File: src/rtl/dma_chan_pkg.sv
package dma_chan_pkg;
    typedef enum logic [1:0] {
        ST_HALTED = 2'd0,
        ST_BUSY   = 2'd1,
        ST_IDLE   = 2'd2
    } chan_state_e;

    // word indices within the channel window
    localparam logic [3:0] WI_CTRL = 4'd0;
    localparam logic [3:0] WI_STAT = 4'd1;
    localparam logic [3:0] WI_CUR  = 4'd2;
    localparam logic [3:0] WI_TAIL = 4'd4;

    localparam logic [31:0] CTRL_POR   = 32'h0001_0000;
    localparam logic [31:0] CTRL_SRST  = 32'h0001_0004;
    localparam int          B_RUN      = 0;
    localparam int          B_TAILMODE = 1;
    localparam int          B_SRST     = 2;
endpackage

File: src/rtl/chan_run_fsm.sv
module chan_run_fsm
    import dma_chan_pkg::*;
(
    input  logic clk,
    input  logic rst_n,
    input  logic soft_rst,
    input  logic run_go,
    input  logic tail_wr,
    input  logic idle_set,
    output logic halted,
    output logic idle,
    output logic kick
);
    chan_state_e state_q, state_d;

    always_comb begin
        state_d = state_q;
        unique case (state_q)
            ST_HALTED: if (run_go) state_d = ST_BUSY;
            ST_BUSY:   if (idle_set) state_d = ST_IDLE;
            ST_IDLE:   if (tail_wr || run_go) state_d = ST_BUSY;
            default:   state_d = ST_HALTED;
        endcase
        if (soft_rst) state_d = ST_HALTED;
    end

    always_ff @(posedge clk or negedge rst_n) begin
        if (!rst_n) begin
            state_q <= ST_HALTED;
            kick    <= 1'b0;
        end else begin
            state_q <= state_d;
            kick    <= tail_wr;
        end
    end

    always_comb begin
        halted = (state_q == ST_HALTED);
        idle   = (state_q == ST_IDLE);
    end

    // a soft reset always lands in the halted state
    assert_srst_halts_R4: assert property (@(posedge clk) disable iff (!rst_n)
        soft_rst |=> halted);
    // an idle pulse while halted changes nothing
    assert_idle_ignored_R3: assert property (@(posedge clk) disable iff (!rst_n)
        (halted && idle_set && !run_go) |=> (halted && !idle));
    // kick follows a tail write by one cycle
    assert_kick_R10: assert property (@(posedge clk) disable iff (!rst_n)
        tail_wr |=> kick);
endmodule

File: src/rtl/chan_coalesce.sv
module chan_coalesce #(
    parameter int TICK_DIV = 4
) (
    input  logic       clk,
    input  logic       rst_n,
    input  logic       reload,
    input  logic [7:0] new_thr,
    input  logic [7:0] cur_thr,
    input  logic       soft_rst,
    input  logic       pkt_done,
    input  logic [7:0] delay,
    output logic [7:0] cnt_rd,
    output logic [7:0] tmr_rd,
    output logic       ioc_evt,
    output logic       dly_evt
);
    localparam int PRE_W = (TICK_DIV > 1) ? $clog2(TICK_DIV) : 1;
    localparam logic [PRE_W-1:0] PRE_LAST = PRE_W'(TICK_DIV - 1);

    logic [8:0]       cnt_q;
    logic [7:0]       tmr_q;
    logic [PRE_W-1:0] pre_q;
    logic             tick, load_tmr;

    function automatic logic [8:0] expand(input logic [7:0] t);
        return (t == 8'd0) ? 9'd256 : {1'b0, t};
    endfunction

    assign tick     = (tmr_q != 8'd0) && (pre_q == PRE_LAST);
    assign load_tmr = pkt_done && (delay != 8'd0) && !soft_rst;
    assign ioc_evt  = pkt_done && (cnt_q == 9'd1) && !reload;
    assign dly_evt  = tick && (tmr_q == 8'd1) && !load_tmr && !soft_rst;
    assign cnt_rd   = cnt_q[7:0];
    assign tmr_rd   = tmr_q;

    always_ff @(posedge clk or negedge rst_n) begin
        if (!rst_n) begin
            cnt_q <= 9'd1;
            tmr_q <= 8'd0;
            pre_q <= '0;
        end else begin
            if (reload)
                cnt_q <= expand(new_thr);
            else if (pkt_done)
                cnt_q <= ioc_evt ? expand(cur_thr) : cnt_q - 9'd1;
            else if (dly_evt)
                cnt_q <= expand(cur_thr);

            if (soft_rst)
                tmr_q <= 8'd0;
            else if (load_tmr)
                tmr_q <= delay;
            else if (tick)
                tmr_q <= tmr_q - 8'd1;

            if (soft_rst || load_tmr || tmr_q == 8'd0 || tick)
                pre_q <= '0;
            else
                pre_q <= pre_q + 1'b1;
        end
    end

    // the counter never sits at zero
    assert_cnt_nonzero_R5: assert property (@(posedge clk) disable iff (!rst_n)
        cnt_q != 9'd0);
    // a packet with a nonzero delay restarts the timer at that delay
    assert_tmr_restart_R6: assert property (@(posedge clk) disable iff (!rst_n)
        load_tmr |=> (tmr_q == $past(delay)));
endmodule

File: src/rtl/dma_chan_regs.sv
module dma_chan_regs
    import dma_chan_pkg::*;
#(
    parameter int ADDR_W   = 6,
    parameter int TICK_DIV = 4
) (
    input  logic              clk,
    input  logic              rst_n,
    input  logic              reg_wr,
    input  logic              reg_rd,
    input  logic [ADDR_W-1:0] reg_addr,
    input  logic [31:0]       reg_wdata,
    output logic [31:0]       reg_rdata,
    input  logic              pkt_done,
    input  logic              idle_set,
    output logic              run,
    output logic              halted,
    output logic              idle,
    output logic              kick,
    output logic              irq
);
    localparam int WI_W = ADDR_W - 2;

    logic [WI_W-1:0] wi;
    logic [31:0] ctrl_q, ctrl_nxt, cur_q, tail_q;
    logic [2:0]  evt_q, evt_set;
    logic        wr_ctrl, wr_stat, wr_tail, rd_ctrl;
    logic        soft_rst, run_go;
    logic [7:0]  cnt_rd, tmr_rd;
    logic        ioc_evt, dly_evt;

    assign wi      = reg_addr[ADDR_W-1:2];
    assign wr_ctrl = reg_wr && (wi == WI_W'(WI_CTRL));
    assign wr_stat = reg_wr && (wi == WI_W'(WI_STAT));
    assign wr_tail = reg_wr && (wi == WI_W'(WI_TAIL));
    assign rd_ctrl = reg_rd && (wi == WI_W'(WI_CTRL));

    always_comb begin
        ctrl_nxt = reg_wdata;
        ctrl_nxt[B_TAILMODE] = 1'b1;
        ctrl_nxt[B_SRST]     = reg_wdata[B_SRST] | ctrl_q[B_SRST];
        soft_rst = wr_ctrl && ctrl_nxt[B_SRST];
        if (ctrl_nxt[B_SRST]) ctrl_nxt = CTRL_SRST;
        run_go   = wr_ctrl && !soft_rst && reg_wdata[B_RUN];
    end

    assign evt_set = {1'b0, dly_evt, ioc_evt};

    always_ff @(posedge clk or negedge rst_n) begin
        if (!rst_n) begin
            ctrl_q <= CTRL_POR;
            evt_q  <= 3'b000;
            cur_q  <= 32'd0;
            tail_q <= 32'd0;
        end else begin
            if (wr_ctrl)      ctrl_q <= ctrl_nxt;
            else if (rd_ctrl) ctrl_q[B_SRST] <= 1'b0;

            if (soft_rst)     evt_q <= 3'b000;
            else              evt_q <= (evt_q & ~(wr_stat ? reg_wdata[14:12] : 3'b000)) | evt_set;

            if (reg_wr && wi == WI_W'(WI_CUR)) cur_q <= reg_wdata;
            if (wr_tail)                       tail_q <= reg_wdata;
        end
    end

    chan_coalesce #(.TICK_DIV(TICK_DIV)) coal_i (
        .clk      (clk),
        .rst_n    (rst_n),
        .reload   (wr_ctrl),
        .new_thr  (ctrl_nxt[23:16]),
        .cur_thr  (ctrl_q[23:16]),
        .soft_rst (soft_rst),
        .pkt_done (pkt_done),
        .delay    (ctrl_q[31:24]),
        .cnt_rd   (cnt_rd),
        .tmr_rd   (tmr_rd),
        .ioc_evt  (ioc_evt),
        .dly_evt  (dly_evt)
    );

    chan_run_fsm fsm_i (
        .clk      (clk),
        .rst_n    (rst_n),
        .soft_rst (soft_rst),
        .run_go   (run_go),
        .tail_wr  (wr_tail),
        .idle_set (idle_set),
        .halted   (halted),
        .idle     (idle),
        .kick     (kick)
    );

    always_comb begin
        unique case (wi)
            WI_W'(WI_CTRL): reg_rdata = ctrl_q;
            WI_W'(WI_STAT): reg_rdata = {tmr_rd, cnt_rd, 1'b0, evt_q, 10'd0, idle, halted};
            WI_W'(WI_CUR):  reg_rdata = cur_q;
            WI_W'(WI_TAIL): reg_rdata = tail_q;
            default:        reg_rdata = 32'd0;
        endcase
    end

    assign run = ctrl_q[B_RUN];
    assign irq = |(evt_q & ctrl_q[14:12]);

    // a timer expiry is latched in status bit 13
    assert_dly_latch_R6: assert property (@(posedge clk) disable iff (!rst_n)
        (dly_evt && !soft_rst) |=> evt_q[1]);
    // after a soft reset the pending bit is visible in control
    assert_srst_pending_R4: assert property (@(posedge clk) disable iff (!rst_n)
        soft_rst |=> ctrl_q[B_SRST]);
endmodule

File: config.mk
export PLATFORM = sky130hd
export DESIGN_NAME = dma_chan_regs
export DESIGN_NICKNAME = d
export VERILOG_FILES = /design/src/rtl/dma_chan_pkg.sv /design/src/rtl/chan_run_fsm.sv /design/src/rtl/chan_coalesce.sv /design/src/rtl/dma_chan_regs.sv
export SDC_FILE = /design/constraint.sdc
export NUM_CORES = 1
export LEC_CHECK = 0
export ABC_AREA = 1
export BUFFER_PORTS_ARGS = -buffer_cell sky130_fd_sc_hd__buf_2
export CELL_PAD_IN_SITES_DETAIL_PLACEMENT = 0
export CELL_PAD_IN_SITES_GLOBAL_PLACEMENT = 1
export CORE_ASPECT_RATIO = 0.5
export CORE_MARGIN = 2
export CORE_UTILIZATION = 43
export CTS_CLUSTER_DIAMETER = 100
export DETAILED_ROUTE_END_ITERATION = 8
export GPL_TIMING_DRIVEN = 0
export MAX_ROUTING_LAYER = met4
export PLACE_DENSITY_LB_ADDON = 0.3
export RECOVER_POWER = 25
export SLEW_MARGIN = 30
export SYNTH_ARGS = -nofsm -noshare
export SYNTH_HDL_FRONTEND = slang
export SYNTH_HIERARCHICAL = 1
export SYNTH_SLANG_ARGS = --single-unit
File: constraint.sdc
create_clock -name clk -period 2.7 [get_ports clk]
set_clock_uncertainty 0.2 [all_clocks]
set_input_delay 0.675 -clock clk [delete_from_list [all_inputs] [get_ports clk]]
set_output_delay 0.675 -clock clk [all_outputs]
set_load 0.01 [all_outputs]
==> results by group, run 1 <==
Die
  – Starting Density: 44.5%
  – Num rows: 31
  – Total die area: 0.0162 mm^2
  – Die Wd: 178 um
  – DIE HEIGHT: 90.9 um
  – Number of I/O pins: 81
  – Core Box Area: 0.0146 mm^2

Layout
  – Share of cells above drive strength 1: 20.9%
  – Leading cell types in the layout, fill and taps excluded: 271 x nand2_1, 119 x dfrtp_1, 88 x buf_2
  – Filler cell count in the final layout: 1432
  – Area Overhead vs Synth: 21.6%
  – Final instance area: 0.00790 mm^2
  – Commonest non-fill, non-tap cell in the layout: nand2_1
  – Register Area: 0.00303 mm^2
  – Final nets: 989
  – N_diodes: 0
  – Footprint of the multi-input gates: 0.00290 mm^2

Placement
  – Pre-CTS WS: -0.917 ns
  – HPWL Detailed: 13800 um
  – Placer Congestion: 0.888
  – Placed Area: 0.00717 mm^2
  – IO Port Bufs: 77

Clock tree
  – Clock-pin transition on the worst setup and hold timing paths: 0.06 ns
  – Clk sinks: 121
  – Clk buf depth: 2
  – Worst skew pair latency: 0.42 ns
  – Inserted Clock Buffers: 17
  – CTS tree: done
  – Clock root buffer: clkbuf_16
  – H-tree level count: 4

Yosys
  – FF+latch count, synth: 121
  – Synth Area in XOR/XNOR: 1.21%
  – Mean Syn Cell Area: 7.79 um^2
  – Library cells used by synthesis: 35
  – Ys Warns: 6
  – Main combinational cell family by area after synthesis: simple AND/OR/NAND/NOR gates
  – Multiplexer area fraction after synthesis: 0%
  – Synth Area in Compound Gates: 10.3%
  – Post-synth net total: 884
  – Top FF cell, synth: dfrtp_1
  – Simple logic cell fraction of the synthesized area: 31.7%
  – Sequential area share after synthesis: 46.6%
  – Post-synthesis adder-cell area fraction: 1.15%
  – Synthesized area: 0.00650 mm^2
  – Post-synth EDFFs: 0
  – Cells after Synth: 834
  – Fraction of registers with async set/reset: 100%

STA
  – RSZ-0062 raised after global routing: yes
  – Max frequency: 372 MHz
  – Final hold slack: 0.237 ns
  – Slew @ Worst Pin: 1.10 ns
  – Period utilisation layout: 99.5%
  – Slew HR: 26.7%
  – Final Hold Fails: 0
  – Slew Viols, Final: 0
  – Worst setup margin: 0.0141 ns
  – Final setup fails: 0
  – Tmin final: 2.69 ns

Pwr
  – Power Density: 778 mW/mm^2
  – Total leakage power: 0.00395 uW
  – Worst vdd ir: 374 uV

Routing
  – DRC: 0
  – Antenna-violating nets left: 0
  – Avg WL per Cell: 17.2 um
  – Routed vias/inst: 5.20
  – DR vias: 5979
  – Routed WL: 19800 um
  – DR pass1 iterations: 6
  – DRT iter0 DRCs: 467

GRT
  – Vias in the first global route: 5763
  – Global-route wire length before repair: 31500 um
  – Total grt overflow: 0
  – Gr usage total: 26.3%
  – Largest net degree at the start of global routing: 83
  – Initial antenna violation count: 0

Setup path
  – Setup CP Type: input port to output port
  – Critical Path Most Common Cell: buf_2
  – Critical Path, Cell by Cell: buf_2 -> nor2_8 -> nand2_2 -> nor2_4 -> buf_4 -> nand2_1 -> o211ai_1 -> buf_2
  – Critical path launch point type: input port
  – CP endpoint kind: output port
  – Worst endpoint data arrival time: 1.81 ns
  – CP Max Fanout: 10
  – CP Data Required Time: 1.82 ns
  – Crit-path slowest cell: buf_4
  – CP max stage delay: 0.21 ns

Hold path
  – Hold Crit Class: register to register

Run status
  – Status: finished clean

Flow run
  – Max Cap Viol: 0
==> critical path: cells and delay by family <==
kind / cells / cell delay, ns
simple gates: 4 / 0.47
buf+inv: 3 / 0.54
compound gates: 1 / 0.13
==> cell type report <==
type | instances | area share (%)
Multi-Input combinational cell | 584 | 36.6
Tap cell | 198 | 3.13
Inverter | 83 | 4.04
Sequential cell | 121 | 38.3
Clock buffer | 17 | 5.38
Clock inverter | 15 | 1.80
Buffer | 46 | 4.34
Timing Repair Buffer | 86 | 6.32
==> sequential cells by signal, summed over array words and instances, names as in the netlist <==
register / count
ctrl_q: 32
evt_q: 3
coal_i/tmr_rd: 8
tail_q: 32
cur_q: 32
coal_i/cnt_q: 9
coal_i/pre_q: 2
fsm_i/state_q: 2
fsm_i/kick: 1
==> synth_stat cells (4+ instances only) <==
cell type / instances / area share [%]
o211ai_1: 11 / 1.3
nor2_4: 4 / 0.69
dfrtp_1: 119 / 46
clkbuf_1: 9 / 0.52
buf_2: 19 / 1.5
nor2_2: 6 / 0.58
nand4_1: 37 / 3.6
o21ai_0: 27 / 2.1
inv_2: 7 / 0.40
o21ai_1: 50 / 3.8
buf_4: 14 / 1.6
nand2_1: 271 / 16
xor2_1: 6 / 0.81
o21a_1: 20 / 2.3
nand2_2: 6 / 0.58
a21oi_1: 4 / 0.31
inv_1: 76 / 4.4
ha_1: 6 / 1.2
nor2_1: 39 / 2.3
nand3_1: 76 / 5.9
==> worst paths after layout <==
path | depth (start not counted) | from | to | slack (ns)
min | 1 | coal_i/pre_q[0] | coal_i/pre_q[0] | 0.24
min reg2reg | 1 | coal_i/pre_q[0] | coal_i/pre_q[0] | 0.24
min in group asynchronous | 2 | rst_n | fsm_i/state_q[0] | 0.81
max in group asynchronous | 3 | rst_n | coal_i/cnt_q[0] | 0.50
max reg2reg | 9 | ctrl_q[2] | evt_q[1] | 0.21
max | 8 | reg_addr[4] | reg_rdata[2] | 0.01
==> power by group <==
group	switching [uW]	total, uW	internal [uW]
clock	905	2190	1280
combinational	839	1410	569
sequential	332	2550	2220
total	2080	6150	4070
==> through the flow <==
stage / TNS (ns) / std cells / util (%) / total power (uW)
floorplan: 0 / 834 / - / 3480
global route: -0.145 / 1150 / 54.1 / 6500
detailed placement: -21.27 / 1110 / 49.0 / 3950
CTS: 0 / 1148 / 53.7 / 6160
finish: 0 / 1150 / 54.1 / 6150
global placement: -128.77 / 1109 / 48.8 / 3910
==> layer usage <==
layer  global-route usage (%)  up-vias  wire (um)  part of all wire [%]
met1                     38.1     2893       9730                    49
met3                     5.11       21       1200                   6.1
met2                     37.8      153       8660                    44
li1                         -     2912          -                     -
met4                     6.69        0        233                   1.2
met5                        -        -          0                     0
==> repair_timing <==
action                     4_1_cts  5_1_grt
setup endpoints to repair       49       43
hold buffers                     1        0
gates cloned                     0        1
pin swaps                        2        5
setup buffers                    5        1
hold endpoints to repair        39        0
gates resized for setup         26       22
==> logic make-up after synthesis <==
family	count (synthesis)
xor gates and xnor gates	9
buffers and inverters	129
adders and majority gates	6
AOI/OAI and AO/OA	115
and+or+nand+nor	454
DFF	121
No activity file was read; power rests on OpenSTA's default activity.
==> run 2: changes to the inputs <==
Clock period 2.7 ns to 2.5 ns, I/O delays scaled along.
==> run 2 against run 1 <==
Effect of this change:
- the flow now finishes with violations (negative setup slack)
- critical path depth unchanged
- register-to-register slack better by 0.11 ns
- die area unchanged
- clock power up 8%
- cell area up 3.2%
- count of clock-buffer cells in the layout unchanged
- sequential power up 8.2%
- critical endpoint unchanged
- total power up 8.6%
- hold slack worse by 0.0038 ns
- highest routed layer unchanged
- global-route usage up 0.29 points
- utilization up 1.7 points
==> results by group, run 2 (synthesized netlist as in run 1, its figures left out) <==
Pwr
  – Sw Share: 33.8% (about the same)
  – Clock share of power: 35.5% (was 35.6%)
  – Flop pwr share: 41.4% (was 41.5%)
  – Power Density: 819 mW/mm^2 (was 778 mW/mm^2)
  – Net switching power: 2260 uW (was 2080 uW)
  – Combinational power share: 23.1% (was 22.9%)
  – Internal power: 4420 uW (was 4070 uW)
  – Worst vdd ir: 400 uV (was 374 uV)
  – Total leakage power: 0.00408 uW (was 0.00395 uW)

Placement
  – Pre-CTS WS: -1.07 ns (was -0.917 ns)
  – HPWL Detailed: 13800 um (unchanged)
  – Placer Congestion: 0.888 (unchanged)
  – IO Port Bufs: 77 (unchanged)

Layout
  – Leading cell types in the layout, fill and taps excluded: 266 x nand2_1, 119 x dfrtp_1, 84 x buf_2 (was 271 x nand2_1, 119 x dfrtp_1, 88 x buf_2)
  – Filler cell count in the final layout: 1387 (was 1432)
  – Share of cells above drive strength 1: 22.8% (was 20.9%)
  – Area Overhead vs Synth: 25.4% (was 21.6%)
  – N_diodes: 0 (unchanged)
  – Commonest non-fill, non-tap cell in the layout: nand2_1 (unchanged)
  – Post-layout util: 55.8% (was 54.1%)
  – Final nets: 1002 (was 989)
  – Top flop regs: ctrl_q x32, cur_q x32, tail_q x32 (unchanged)

Clock tree
  – Clock-pin transition on the worst setup and hold timing paths: 0.06 ns (about the same)
  – Clk buf depth: 2 (unchanged)
  – H-tree level count: 4 (unchanged)
  – Clock root buffer: clkbuf_16 (unchanged)
  – Worst skew pair latency: 0.42 ns (about the same)
  – Clk sinks: 121 (unchanged)
  – Inserted Clock Buffers: 17 (unchanged)
  – CTS tree: done (unchanged)

Setup path
  – Worst endpoint data arrival time: 1.70 ns (was 1.81 ns)
  – CP endpoint kind: output port (unchanged)
  – RR Endpoint: evt_q[1] (unchanged)
  – R2R Setup Slk: 0.32 ns (was 0.21 ns)
  – Critical path launch point type: input port (unchanged)
  – CP Data Required Time: 1.67 ns (was 1.82 ns)
  – Setup CP Type: input port to output port (unchanged)
  – CP Max Fanout: 6 (was 10)
  – Worst Reg-to-Reg Cells: 9 (unchanged)
  – Reg2reg start: ctrl_q[2] (unchanged)

Die
  – Number of I/O pins: 81 (unchanged)
  – Num rows: 31 (unchanged)
  – Die Wd: 178 um (unchanged)
  – DIE HEIGHT: 90.9 um (unchanged)
  – Total die area: 0.0162 mm^2 (unchanged)
  – Starting Density: 44.5% (unchanged)
  – Core Box Area: 0.0146 mm^2 (unchanged)

Routing
  – DRC: 0 (unchanged)
  – Avg WL per Cell: 17.2 um (about the same)
  – DR vias: 6064 (was 5979)
  – Routed WL: 20000 um (was 19800 um)
  – Antenna-violating nets left: 0 (unchanged)
  – DR pass1 iterations: 5 (was 6)
  – Routed vias/inst: 5.21 (was 5.20)
  – DRT iter0 DRCs: 508 (was 467)

GRT
  – Largest net degree at the start of global routing: 83 (unchanged)
  – Initial antenna violation count: 0 (unchanged)
  – Gr usage total: 26.6% (was 26.3%)
  – Global-route wire length before repair: 31800 um (was 31500 um)
  – Total grt overflow: 0 (unchanged)
  – Vias in the first global route: 5850 (was 5763)

STA
  – Tmin final: 2.52 ns
  – Slew Viols, Final: 0 (unchanged)
  – Max frequency: 396 MHz
  – Slew @ Worst Pin: 1.10 ns (about the same)
  – Worst setup margin: -0.0235 ns (was 0.0141 ns)
  – Final Hold Fails: 0 (unchanged)
  – Period utilisation layout: 101%
  – Slew HR: 26.7% (about the same)
  – RSZ-0062 raised after global routing: yes (unchanged)
  – Final setup fails: 1 (was 0)

Run status
  – Status: finished with violations (was finished clean)
  – Violated checks: negative setup slack

Flow run
  – Max Cap Viol: 0 (unchanged)

Hold path
  – Hold Path Sink: tail_q[6] (was coal_i/pre_q[0])
  – Hold Startpoint: reg_wdata[6] (was coal_i/pre_q[0])
  – WHS Path Cells: 3 (was 1)
  – Hold Crit Class: input port to register (was register to register)
==> run 2: repair_timing <==
action,4_1_cts,5_1_grt
setup endpoints to repair,51,46
gates cloned,2,2
setup buffers,9,7
hold buffers,1,0
hold endpoints to repair,39,0
pin swaps,7,8
gates resized for setup,47,28
==> run 2: layout make-up <==
type,instances,area [um^2],share of cell area [%]
tap,198,248,3.04
clock inverter,15,143,1.75
inverter,83,324,3.97
clock buffer,17,425,5.22
buffer,46,378,4.63
sequential,121,3030,37.2
timing repair buffer,99,677,8.30
multi-input combinational,584,2930,35.9
==> run 2: power groups by stage <==
stage	combinational, uW	clock (uW)	sequential, uW
after floorplan	1100	0	2660
after detailed placement	1490	0	2780
after global routing	1760	2490	2810
after global placement	1450	0	2770
final	1550	2370	2760
after CTS	1540	2390	2750
==> run 2: worst max-delay path by stage <==
stage | startpoint | end | slack [ns] | cells after the start
detailed placement | reg_addr[3] | evt_q[1] | -1.07 | 13
CTS | reg_addr[4] | reg_rdata[30] | -0.03 | 8
finish | reg_addr[4] | reg_rdata[2] | -0.02 | 8
global route | reg_addr[4] | reg_rdata[2] | -0.06 | 8
floorplan | reg_addr[3] | evt_q[1] | 0.005 | 12
global placement | rst_n | coal_i/cnt_q[1] | -1.06 | 1
==> run 2: through the flow <==
step	instance area, um^2	hold WS (ns)	TNS, ns	std cells	total power, uW
2_1_floorplan	6500	0.129	0	834	3760
3_3_place_gp	7130	0.232	-153.49	1109	4220
3_5_place_dp	7170	0.236	-27.83	1110	4270
4_1_cts	8000	0.222	-0.0918	1154	6680
5_1_grt	8150	0.235	-0.303	1163	7060
6_report	8150	0.233	-0.0235	1163	6680
==> run 2: per-layer routing <==
layer | part of all wire, % | vias to the layer above | GRT usage, %
li1 | - | 2946 | -
met1 | 49 | 2924 | 38.8
met2 | 44 | 179 | 38.2
met3 | 6.0 | 15 | 4.73
met4 | 0.75 | 0 | 6.69
met5 | 0 | - | -
==> run 2: critical path, cell delays in order <==
cell      delay, ns
buf_8          0.11
nor2_8         0.11
nand2_2        0.07
nor2_4         0.23
buf_6          0.18
nand2_2        0.04
o211ai_1       0.13
buf_2          0.19
==> run 3: changes to the inputs <==
Settings changed: GPL_TIMING_DRIVEN 0 to default, SETUP_SLACK_MARGIN from default to 0.05.
==> run 3 against run 2 <==
Effect of this change:
- the flow still finishes with violations (negative setup slack)
- sequential power is essentially flat
- worst setup slack gained 0.0057 ns
- combinational power is essentially flat
- via count shrank 0.41%
- register-to-register slack gained 0.15 ns
- sequential share of layout area shrank 0.85 points
==> results by group, run 3 (synthesized netlist as in run 1, its figures left out) <==
Routing
  – DRC: 0 (unchanged)
  – Avg WL per Cell: 16.8 um (was 17.2 um)
  – Routed vias/inst: 5.25 (was 5.21)
  – Antenna-violating nets left: 0 (unchanged)
  – DR vias: 6039 (was 6064)
  – Routed WL: 19300 um (was 20000 um)
  – DRT iter0 DRCs: 448 (was 508)
  – DR pass1 iterations: 5 (unchanged)

Setup path
  – CP Max Fanout: 6 (unchanged)
  – Critical Path, Cell by Cell: buf_8 -> nor2_8 -> nand2_2 -> nor2_4 -> buf_6 -> buf_12 -> nand2_1 -> o211ai_1 -> buf_2 (was buf_8 -> nor2_8 -> nand2_2 -> nor2_4 -> buf_6 -> nand2_2 -> o211ai_1 -> buf_2)
  – Crit-path slowest cell: nor2_4 (unchanged)
  – CP endpoint kind: output port (unchanged)
  – CP max stage delay: 0.21 ns (was 0.23 ns)
  – Worst endpoint data arrival time: 1.69 ns (was 1.70 ns)
  – Worst setup startpoint: reg_addr[4] (unchanged)
  – Reg2reg start: coal_i/cnt_q[0] (was ctrl_q[2])
  – CP Data Required Time: 1.67 ns (about the same)
  – Setup CP Type: input port to output port (unchanged)
  – Critical path launch point type: input port (unchanged)

STA
  – RSZ-0062 raised after global routing: yes (unchanged)
  – Final setup fails: 8 (was 1)
  – Slew @ Worst Pin: 0.877 ns (was 1.10 ns)
  – Period utilisation layout: 101% (about the same)
  – Final hold slack: 0.236 ns (was 0.233 ns)
  – Final Hold Fails: 0 (unchanged)
  – Final setup TNS: -0.0741 ns (was -0.0235 ns)
  – Max frequency: 397 MHz (was 396 MHz)
  – Worst setup margin: -0.0178 ns (was -0.0235 ns)
  – Tmin final: 2.52 ns (about the same)
  – Slew Viols, Final: 0 (unchanged)
  – Slew HR: 41.5% (was 26.7%)

Clock tree
  – Clk buf depth: 2 (unchanged)
  – CTS tree: done (unchanged)
  – Clock root buffer: clkbuf_16 (unchanged)
  – Clk sinks: 121 (unchanged)
  – Inserted Clock Buffers: 17 (unchanged)
  – H-tree level count: 4 (unchanged)
  – Worst skew pair latency: 0.41 ns (was 0.42 ns)
  – Clock-pin transition on the worst setup and hold timing paths: 0.06 ns (about the same)

Placement
  – IO Port Bufs: 78 (was 77)
  – Placer Congestion: 0.856 (was 0.888)
  – HPWL Detailed: 12200 um (was 13800 um)
  – Placed Cells: 1100 (was 1110)

Pwr
  – Internal power: 4750 uW (was 4420 uW)
  – Net switching power: 2210 uW (was 2260 uW)
  – Worst vdd ir: 374 uV (was 400 uV)
  – Power Density: 834 mW/mm^2 (was 819 mW/mm^2)
  – Clock share of power: 38.0% (was 35.5%)
  – Sw Share: 31.8% (was 33.8%)
  – Combinational power share: 22.3% (was 23.1%)
  – Flop pwr share: 39.7% (was 41.4%)
  – Total leakage power: 0.00417 uW (was 0.00408 uW)

Die
  – Number of I/O pins: 81 (unchanged)
  – Core Box Area: 0.0146 mm^2 (unchanged)
  – Total die area: 0.0162 mm^2 (unchanged)
  – DIE HEIGHT: 90.9 um (unchanged)
  – Num rows: 31 (unchanged)
  – Die Wd: 178 um (unchanged)
  – Starting Density: 44.5% (unchanged)

Hold path
  – Hold Startpoint: reg_wdata[4] (was reg_wdata[6])
  – Hold Crit Class: input port to register (unchanged)

GRT
  – Largest net degree at the start of global routing: 58 (was 83)
  – Gr usage total: 25.1% (was 26.6%)
  – Global-route wire length before repair: 30600 um (was 31800 um)
  – Initial antenna violation count: 0 (unchanged)
  – Vias in the first global route: 5868 (was 5850)
  – Total grt overflow: 0 (unchanged)

Run status
  – Violated checks: negative setup slack (unchanged)
  – Status: finished with violations (unchanged)

Layout
  – Commonest non-fill, non-tap cell in the layout: nand2_1 (unchanged)
  – Post-route insts no fill: 1151 (was 1163)
  – Leading cell types in the layout, fill and taps excluded: 258 x nand2_1, 119 x dfrtp_1, 75 x inv_1 (was 266 x nand2_1, 119 x dfrtp_1, 84 x buf_2)
  – Top flop regs: ctrl_q x32, cur_q x32, tail_q x32 (unchanged)
  – Share of cells above drive strength 1: 22.7% (was 22.8%)
  – N_diodes: 0 (unchanged)
  – Final nets: 990 (was 1002)
  – Area Overhead vs Synth: 28.4% (was 25.4%)

Flow run
  – Max Cap Viol: 0 (unchanged)
## run 3: cell count changes in the layout (fill, tap and decap cells not counted), moves of 2 or more
cell / previous run / this run
buf_12: 3 / 12
clkinv_4: 3 / 1
bufinv_16: 1 / 4
buf_4: 29 / 27
nand3_1: 75 / 73
clkbuf_1: 2 / 4
buf_2: 84 / 71
nand2_2: 10 / 13
clkbuf_4: 5 / 0
clkbuf_16: 19 / 21
nand2_1: 266 / 258
nand2_4: 3 / 8
nand3_2: 3 / 5
inv_6: 4 / 1
## run 3: cell type report
class / instances / area, um^2
multi-input combinational: 584 / 2980
clock buffer: 21 / 450
inverter: 83 / 322
tap: 198 / 248
timing repair buffer: 133 / 1150
fill: 1352 / 6280
clock inverter: 11 / 170
sequential: 121 / 3030
## run 3: what timing repair did
| item | in CTS | in global routing |
|---|---|---|
| hold endpoints to repair | 13 | 0 |
| hold buffers | 1 | 0 |
| resized for setup | 9 | 50 |
| gates cloned | 2 | 4 |
| pin swaps | 10 | 8 |
| endpoints found under the setup margin | 26 | 32 |
| buffers inserted | 3 | 9 |
## run 3: critical path, delay by kind of cell
| kind | cells | cell delay (ns) |
|---|---|---|
| compound gates | 1 | 0.09 |
| buf+inv | 4 | 0.54 |
| simple gates | 4 | 0.44 |
## run 3: path summary, 6_finish.rpt
check                                  end  slack (ns)  cells after the start
min in group asynchronous       tail_q[11]        0.65                      2
hold / removal                   tail_q[4]        0.24                      3
hold reg to reg            coal_i/pre_q[0]        0.24                      1
setup / recovery              reg_rdata[2]       -0.02                      9
setup reg to reg           coal_i/cnt_q[8]        0.47                     13
max in group asynchronous       tail_q[22]        0.24                      3
## run 3: metrics by stage
stage          instance area, um^2  setup WS (ns)  utilization (%)  total power [uW]
2_1_floorplan                 6500          0.119                -              3760
3_3_place_gp                  7280        -0.0212             49.8              4210
3_5_place_dp                  7280        -0.0110             49.8              4250
4_1_cts                       8020         0.0176             54.9              6930
5_1_grt                       8340        -0.0780             57.1              7350
6_report                      8340        -0.0178             57.1              6960
## run 3: power by group through the flow
| stage | Sequential [uW] | Combinational [uW] | Clock, uW |
|---|---|---|---|
| finish | 2760 | 1550 | 2640 |
| global route | 2820 | 1780 | 2760 |
| CTS | 2740 | 1520 | 2670 |
| detailed placement | 2770 | 1490 | 0 |
| global placement | 2750 | 1450 | 0 |
| floorplan | 2660 | 1100 | 0 |
## run 3: per-layer routing
layer  GRT usage [%]  share of wire, %
met1            34.3                47
met2            37.9                46
met3            5.99               6.2
met4            5.60              0.76
met5               -                 0
